**src/rtl/tsig_pkg.sv**
```systemverilog
package tsig_pkg;

   localparam logic [2:0] PH_MAIN_GO  = 3'b000;
   localparam logic [2:0] PH_HOLD     = 3'b001;
   localparam logic [2:0] PH_MAIN_AMB = 3'b010;
   localparam logic [2:0] PH_SIDE_GO  = 3'b011;
   localparam logic [2:0] PH_SIDE_AMB = 3'b100;

   localparam int NUM_DLY = 4;

   typedef struct packed {
      logic m_g;
      logic m_a;
      logic m_r;
      logic s_g;
      logic s_a;
      logic s_r;
   } lamp_t;

   localparam lamp_t LAMP_MAIN_GO  = '{m_g:1'b1, m_a:1'b0, m_r:1'b0, s_g:1'b0, s_a:1'b0, s_r:1'b1};
   localparam lamp_t LAMP_MAIN_AMB = '{m_g:1'b0, m_a:1'b1, m_r:1'b0, s_g:1'b0, s_a:1'b0, s_r:1'b1};
   localparam lamp_t LAMP_SIDE_GO  = '{m_g:1'b0, m_a:1'b0, m_r:1'b1, s_g:1'b1, s_a:1'b0, s_r:1'b0};
   localparam lamp_t LAMP_SIDE_AMB = '{m_g:1'b0, m_a:1'b0, m_r:1'b1, s_g:1'b0, s_a:1'b1, s_r:1'b0};

   function automatic lamp_t lamp_of(input logic [2:0] ph);
      lamp_t l;
      case (ph)
         PH_MAIN_AMB: l = LAMP_MAIN_AMB;
         PH_SIDE_GO:  l = LAMP_SIDE_GO;
         PH_SIDE_AMB: l = LAMP_SIDE_AMB;
         default:     l = LAMP_MAIN_GO;
      endcase
      return l;
   endfunction

   function automatic logic [2:0] phase_after(input logic [2:0] ph);
      logic [2:0] n;
      case (ph)
         PH_HOLD:     n = PH_MAIN_AMB;
         PH_MAIN_AMB: n = PH_SIDE_GO;
         PH_SIDE_GO:  n = PH_SIDE_AMB;
         default:     n = PH_MAIN_GO;
      endcase
      return n;
   endfunction

   function automatic logic is_timed(input logic [2:0] ph);
      return (ph == PH_HOLD) || (ph == PH_MAIN_AMB) ||
             (ph == PH_SIDE_GO) || (ph == PH_SIDE_AMB);
   endfunction

endpackage

```
**src/rtl/tsig_delay_sel.sv**
```systemverilog
module tsig_delay_sel
   import tsig_pkg::*;
#(
   parameter int DLY_W = 8
) (
   input  logic [2:0]                       phase,
   input  logic [NUM_DLY-1:0][DLY_W-1:0]    dly_vec,
   output logic [DLY_W-1:0]                 limit
);

   localparam int IDX_W = $clog2(NUM_DLY);

   logic [IDX_W-1:0] idx;
   logic             valid;

   always_comb begin
      valid = is_timed(phase);
      idx   = IDX_W'(phase - 3'd1);
   end

   always_comb begin
      limit = '0;
      if (valid) begin
         limit = dly_vec[idx];
      end
   end

endmodule

```
**src/rtl/tsig_phase_timer.sv**
```systemverilog
module tsig_phase_timer #(
   parameter int CNT_W = 8
) (
   input  logic             clk,
   input  logic             rst,
   input  logic             clr,
   input  logic             inc,
   input  logic [CNT_W-1:0] limit,
   output logic [CNT_W-1:0] count,
   output logic             at_limit
);

   logic [CNT_W-1:0] cnt_q;

   always_ff @(posedge clk) begin
      if (rst || clr) begin
         cnt_q <= '0;
      end else if (inc && !at_limit) begin
         cnt_q <= cnt_q + 1'b1;
      end
   end

   always_comb begin
      count    = cnt_q;
      at_limit = (cnt_q == limit);
   end

endmodule

```
**src/rtl/tsig_seq_fsm.sv**
```systemverilog
module tsig_seq_fsm
   import tsig_pkg::*;
(
   input  logic       clk,
   input  logic       rst,
   input  logic       req,
   input  logic       at_limit,
   output logic [2:0] phase_q,
   output logic [2:0] phase_d,
   output logic       tmr_clr,
   output logic       tmr_inc
);

   logic [2:0] cur_q;

   always_comb begin
      phase_d = cur_q;
      tmr_clr = 1'b0;
      tmr_inc = 1'b0;
      case (cur_q)
         PH_MAIN_GO: begin
            tmr_clr = 1'b1;
            if (req) begin
               phase_d = PH_HOLD;
            end
         end
         PH_HOLD: begin
            if (!req) begin
               phase_d = PH_MAIN_GO;
               tmr_clr = 1'b1;
            end else if (at_limit) begin
               phase_d = phase_after(cur_q);
               tmr_clr = 1'b1;
            end else begin
               tmr_inc = 1'b1;
            end
         end
         PH_MAIN_AMB, PH_SIDE_GO, PH_SIDE_AMB: begin
            if (at_limit) begin
               phase_d = phase_after(cur_q);
               tmr_clr = 1'b1;
            end else begin
               tmr_inc = 1'b1;
            end
         end
         default: begin
            phase_d = PH_MAIN_GO;
            tmr_clr = 1'b1;
         end
      endcase
      if (rst) begin
         phase_d = PH_MAIN_GO;
      end
   end

   always_ff @(posedge clk) begin
      if (rst) begin
         cur_q <= PH_MAIN_GO;
      end else begin
         cur_q <= phase_d;
      end
   end

   assign phase_q = cur_q;

endmodule

```
**src/rtl/tsig_ctrl.sv**
```systemverilog
module tsig_ctrl
   import tsig_pkg::*;
#(
   parameter int DLY_W   = 8,
   parameter bit OUT_REG = 1'b1
) (
   input  logic             clk,
   input  logic             rst,
   input  logic             req_sense,
   input  logic [DLY_W-1:0] dly_hold,
   input  logic [DLY_W-1:0] dly_main_amb,
   input  logic [DLY_W-1:0] dly_side_go,
   input  logic [DLY_W-1:0] dly_side_amb,
   output logic             lamp_main_grn,
   output logic             lamp_main_amb,
   output logic             lamp_main_red,
   output logic             lamp_side_grn,
   output logic             lamp_side_amb,
   output logic             lamp_side_red
);

   if (DLY_W < 1 || DLY_W > 32) begin : g_bad_width
      $error("tsig_ctrl: DLY_W must lie in 1..32");
   end

   logic [NUM_DLY-1:0][DLY_W-1:0] dly_vec;
   logic [DLY_W-1:0]              cur_limit;
   logic [DLY_W-1:0]              tmr_q;
   logic                          at_limit;
   logic                          tmr_clr;
   logic                          tmr_inc;
   logic [2:0]                    phase_q;
   logic [2:0]                    phase_d;
   lamp_t                         lamps;

   assign dly_vec = {dly_side_amb, dly_side_go, dly_main_amb, dly_hold};

   tsig_delay_sel #(.DLY_W(DLY_W)) u_sel (
      .phase   (phase_q),
      .dly_vec (dly_vec),
      .limit   (cur_limit)
   );

   tsig_phase_timer #(.CNT_W(DLY_W)) u_tmr (
      .clk      (clk),
      .rst      (rst),
      .clr      (tmr_clr),
      .inc      (tmr_inc),
      .limit    (cur_limit),
      .count    (tmr_q),
      .at_limit (at_limit)
   );

   tsig_seq_fsm u_fsm (
      .clk      (clk),
      .rst      (rst),
      .req      (req_sense),
      .at_limit (at_limit),
      .phase_q  (phase_q),
      .phase_d  (phase_d),
      .tmr_clr  (tmr_clr),
      .tmr_inc  (tmr_inc)
   );

   if (OUT_REG) begin : g_lamp_flop
      lamp_t lamp_q;
      always_ff @(posedge clk) begin
         if (rst) begin
            lamp_q <= LAMP_MAIN_GO;
         end else begin
            lamp_q <= lamp_of(phase_d);
         end
      end
      assign lamps = lamp_q;
   end else begin : g_lamp_comb
      logic [2:0] unused_d;
      assign unused_d = phase_d;
      assign lamps    = lamp_of(phase_q);
   end

   assign lamp_main_grn = lamps.m_g;
   assign lamp_main_amb = lamps.m_a;
   assign lamp_main_red = lamps.m_r;
   assign lamp_side_grn = lamps.s_g;
   assign lamp_side_amb = lamps.s_a;
   assign lamp_side_red = lamps.s_r;

endmodule

```
**config.mk**
```make
export PLATFORM = sky130hd
export DESIGN_NAME = tsig_ctrl
export DESIGN_NICKNAME = d
export VERILOG_FILES = /design/src/rtl/tsig_pkg.sv /design/src/rtl/tsig_delay_sel.sv /design/src/rtl/tsig_phase_timer.sv /design/src/rtl/tsig_seq_fsm.sv /design/src/rtl/tsig_ctrl.sv
export SDC_FILE = /design/constraint.sdc
export NUM_CORES = 1
export LEC_CHECK = 0
export BUFFER_PORTS_ARGS = -buffer_cell sky130_fd_sc_hd__buf_2
export CAP_MARGIN = 5
export CORE_AREA = 2 2 55 57
export CTS_CLUSTER_DIAMETER = 100
export CTS_CLUSTER_SIZE = 10
export DETAILED_ROUTE_END_ITERATION = 10
export DIE_AREA = 0 0 57 59
export HOLD_SLACK_MARGIN = 0.02
export PLACE_DENSITY = 0.92
export REMOVE_ABC_BUFFERS = 1
export SYNTH_ARGS = -nofsm -noshare
export SYNTH_HDL_FRONTEND = slang
export SYNTH_SLANG_ARGS = --single-unit
export TNS_END_PERCENT = 20
```
**constraint.sdc**
```tcl
create_clock -name clk -period 5.85 [get_ports clk]
set_clock_uncertainty 0.1 [all_clocks]
set_input_delay 0.2925 -clock clk [delete_from_list [all_inputs] [get_ports clk]]
set_output_delay 0.2925 -clock clk [all_outputs]
set_load 0.05 [all_outputs]
```
# Word-level counts from Yosys, hierarchy flattened
# Cells that the tools add are included.
# word_totals
register_bits	17
input_bits	35
word_cells	44
# classes
addsub	2
magnitude_cmp	1
n_eq_ne	8
n_mux	17
n_reduce_logical	8
# ops
cell	n
6-bit one-hot mux with 3 select lines	1
8-bit binary-select mux with 2-bit select	1
8-bit 2-to-1 mux	2
3-bit 2-to-1 mux	5
3-bit by 2-bit equality test with 1-bit output (second input constant)	4
3-bit one-hot mux with 3 select lines	1
8-bit by 1-bit adder with 8-bit output (second input constant)	1
8-bit equality test	1
3-bit equality test (second input constant)	2
3-bit one-hot mux with 2 select lines	1
1-bit logical OR	4
1-bit 2-to-1 mux	4
1-bit one-hot mux with 2 select lines	2
3-bit by 1-bit equality test with 1-bit output (second input constant)	1
3-bit logical NOT	1
2-bit by 3-bit less-than comparator with 1-bit output (second input constant)	1
3-bit OR reduction	1
2-bit by 1-bit subtractor with 2-bit output (second input constant)	1
1-bit logical AND	1
1-bit logical NOT	1

# Logic depth before layout (Yosys ltp)
# logic_depth
depth_word	12
ltp_mapped	12
mapped_depth_nobuf	10

# Cells and area by module
# From an unflattened synthesis, not the netlist that was laid out.
# hier_totals
cells_unflattened	118
hier_area_um2	1201.2
# modules_own_cells
module	n_inst	cells_per_inst	area_each_um2	seq_area_each_um2
tsig_phase_timer	1	58	511.7	160.2
tsig_delay_sel	1	26	316.6	0.0
tsig_ctrl	1	13	186.4	120.1
tsig_seq_fsm	1	21	186.4	60.1

# Worst setup path before layout
# OpenSTA, ideal clock, no wires.
# synth_timing
path_type	register to register
from	register u_fsm.cur_q[0], in the netlist u_fsm.phase_q[0]
to	register g_lamp_flop.lamp_q (netlist bit lamp_side_red)
setup_ps	120
arrival_time_ps	2855
t_required_ps	5630
path_slack_ps	2775
path_stages_with_launch	12
path_buffers	2
synth_period_minus_slack_ps	3075
path_cell_list	dfxtp_1 buf_6 inv_1 ha_1 clkbuf_1 mux4_1 nor4bb_1 a2bb2oi_2 a22oi_4 nand2_4 mux2_4 o31a_1
# synth_via
elab_chain_cells	12
# synth_lines
item	line_no	source
start: declaration	tsig_seq_fsm.sv:14	logic [2:0] cur_q;
start signal: assignment	tsig_seq_fsm.sv:60	cur_q <= phase_d;
parallel branches: the longest is 8 deep, another holds 2-bit by 1-bit subtractor with 2-bit output	n/a	
3-bit one-hot mux with 3 select lines *	tsig_seq_fsm.sv:20	case (cur_q)
3-bit 2-to-1 mux *	tsig_seq_fsm.sv:51	if (rst) begin
3-bit equality test / 3-bit by 2-bit equality test with 1-bit output (equally long branches)	tsig_pkg.sv:27	case (ph)
6-bit one-hot mux with 3 select lines *	tsig_pkg.sv:27	
end signal: assignment	tsig_ctrl.sv:71	lamp_q <= lamp_of(phase_d);
end: declaration	tsig_ctrl.sv:66	lamp_t lamp_q;
# Mark *: on every way between the ends. The select of a mux whose other input is x is not followed.
# A chain may end at the register's enable or synchronous reset.

# Worst setup path after layout
# layout_timing
from	register u_fsm.cur_q[0], in the netlist u_fsm.phase_q[0]
to	register g_lamp_flop.lamp_q (netlist bit lamp_main_grn)
# Same word-level chain as after synthesis.

==> results.json <==
{
  "worstPathArrival_ps": 3520,
  "synth_warnings": 0,
  "route.met3.wl_um": 123,
  "grt_first_pass_wirelength_um": 5906,
  "nets": 237,
  "met2_length_um": 1783,
  "synthFlopType": "dfxtp_1",
  "holdBufCountCts": 0,
  "final_max_slew_viol_count": 0,
  "cts_buffer_depth": 2,
  "grt-ovfl-total": 0,
  "instances_no_fill": 227,
  "seq_area_um2": 340.3,
  "fin_crit_sh_pct": 58.90,
  "async_reset_ff_share_pct": 0,
  "irDropWorstVdd_mv": 0.2984,
  "worstPathRequired_ps": 5920,
  "clk_pin_slew_ps": 90,
  "root_buffer": "clkbuf_4",
  "drt_wl_total_um": 3344,
  "layout_min_cycle_time_ps": 3446,
  "core_area_mm2": 0.002710,
  "crit_path_end_kind": "flop",
  "syn_inst": 158,
  "die-area_mm2": 0.003363,
  "r2r_slack_ps": 2400,
  "multi_input_area_mm2": 0.001081,
  "power.static_leakage_nw": 0.6385,
  "ctsResizeCount": 0,
  "place_area_mm2": 0.001679,
  "gp_congestion": 0.9260,
  "hold-path-cell-count": 4,
  "relSlewSlack_pct": 56.25,
  "grt_max_degree": 14,
  "setup_violations": 0,
  "dieWidth_um": 57,
  "ys_seq_elements": 17,
  "min_path_type": "primary input to flop",
  "synth_area_mm2": 0.001474,
  "cts_setup_buffers": 0,
  "vias": 1357,
  "cts_tree": "yes",
  "start_util_pct": 54.39,
  "mostFrequentLayoutCell": "buf_2",
  "synth_edf_count": 0,
  "via_per_inst": 5.978,
  "r2r_cells": 10,
  "grt_pass1_vias": 1350,
  "fillers": 230,
  "first_pass_iters": 4,
  "worstReg2RegStart": "u_fsm.phase_q[0]",
  "cts_buffers": 3,
  "yosys-top-cells-area": "dfxtp_1 23%, mux4_2 11%, nor2_1 6.1%",
  "dp_hpwl_um": 2694,
  "wl_per_cell_um": 14.73,
  "highest_layer": "met4",
  "timing.rr.end": "lamp_main_grn",
  "tightest_slew_ps": 654.9,
  "ioPinCount": 41,
  "clock-sinks": 17,
  "status": "finished clean",
  "clock.fmax_mhz": 290.2,
  "yosysSeqAreaShare_pct": 23.09,
  "synthToLayoutAreaGrowth_pct": 15.70,
  "cp_max_fo": 13,
  "port_buffers": 40,
  "avgSynthCellArea_um2": 9.329,
  "drtIter0Drc": 61,
  "drc": 0,
  "yosysTopAreaCell": "dfxtp_1",
  "p_total_w": 0.0007934,
  "final_cell_mix": "40 x buf_2, 24 x nor2_1, 17 x dfxtp_1",
  "fp-row-count": 19,
  "die_h_um": 59,
  "hold_start": "rst",
  "min_to": "u_fsm.phase_q[2]",
  "insertion_delay_ps": 290,
  "rsz0062_at_grt": "no",
  "p_per_area_mw_per_mm2": 465.2,
  "cap_violations": 0,
  "antenna_found_initial": 0,
  "antenna_cells": 0,
  "finalHoldViolCount": 0,
  "startpoint_type": "flop",
  "drive_gt1_share_pct": 34.69,
  "setup_tns_ps": 0,
  "synth_top_area_share_pct": 23.09,
  "dp.cells": 223,
  "fin_area_mm2": 0.001705,
  "wl_met1_um": 1414,
  "grt.total_usage_pct": 22.19,
  "synth_cell_types": 53,
  "cts_max_level": 1,
  "ant_nets": 0,
  "whs_ps": 327.3,
  "critPathKind": "flop to flop"
}
synthesized netlist by cell type (2+ instances only):
master,count
nor2_1,24
dfxtp_1,17
nand2_1,9
a21oi_1,8
nand3_1,8
mux4_2,7
xnor2_1,6
ha_1,5
o21ai_0,5
a211oi_1,4
inv_1,4
nand4_1,4
clkbuf_1,3
nand2b_1,3
nor3_1,3
o211ai_1,3
xor2_1,3
a2bb2oi_2,2
nand4b_1,2
nor3b_2,2
o21a_1,2
o21bai_1,2
o31ai_1,2
flip-flops by register name, indices dropped and copies added (netlist names):
signal,flops
lamp_main_amb,1
lamp_main_grn,1
lamp_main_red,1
lamp_side_amb,1
lamp_side_grn,1
lamp_side_red,1
u_fsm.phase_q,3
u_tmr.count,8
worst max path at each step:
stage | from | endpoint | slack [ps] | cells after the start
floorplan | u_fsm.phase_q[0] | lamp_side_red | 2700 | 9
CTS | u_fsm.phase_q[0] | lamp_side_red | 2370 | 9
global placement | u_fsm.phase_q[0] | lamp_side_red | 2470 | 9
detailed placement | u_fsm.phase_q[0] | lamp_main_grn | 2400 | 10
finish | u_fsm.phase_q[0] | lamp_main_grn | 2400 | 10
global route | u_fsm.phase_q[0] | lamp_main_amb | 2040 | 9
critical path, stage by stage, from the launching register on:
cell and delay [ps]:
dfxtp_1 720, inv_1 170, ha_1 500, mux4_1 400
nor4bb_1 370, a2bb2oi_2 130, a22oi_4 370, nand2_4 140
mux2_4 340, inv_2 50, nor3_1 40
through the flow:
| stage | setup slack (ps) | utilization, % |
|---|---|---|
| 3_5_place_dp | 2402 | 61.96 |
| 5_1_grt | 2035 | 62.93 |
| 2_1_floorplan | 2696 | - |
| 6_report | 2404 | 62.93 |
| 3_3_place_gp | 2474 | 61.96 |
| 4_1_cts | 2374 | 62.93 |
area by class of cell:
cell class,count,area share [%]
Multi-Input combinational cell,130,63.39
Sequential cell,17,19.96
Inverter,5,1.101
Timing Repair Buffer,40,11.74
Tap cell,31,2.274
Clock buffer,4,1.541
where the power goes:
group	switching, W	internal (W)	leakage, nW	total [W]
Clock	0.0000352	0.0000265	0.0150	0.0000617
Combinational	0.000341	0.000233	0.486	0.000574
Sequential	0.0000276	0.000131	0.137	0.000158
Total	0.000404	0.000390	0.639	0.000793
kinds of logic (layout without fill, tap and decap cells):
logic type,count (synthesis),count (layout),synth area share [%]
adder cells (fa/ha/maj),5,5,4.244
flip-flops,17,17,23.09
multiplexers,10,10,14.43
AND/OR/NAND/NOR,68,68,26.83
XOR/XNOR,9,9,5.348
buffers and inverters,11,49,3.565
AO/OA/AOI/OAI,38,38,22.50
metal layers:
| metal | vias to the layer above | GRT usage, % |
|---|---|---|
| li1 | 678 | - |
| met1 | 639 | 26.23 |
| met2 | 35 | 41.22 |
| met3 | 5 | 4.148 |
| met4 | 0 | 5.980 |
| met5 | - | 0 |
Power figures use the tool's default switching activity.
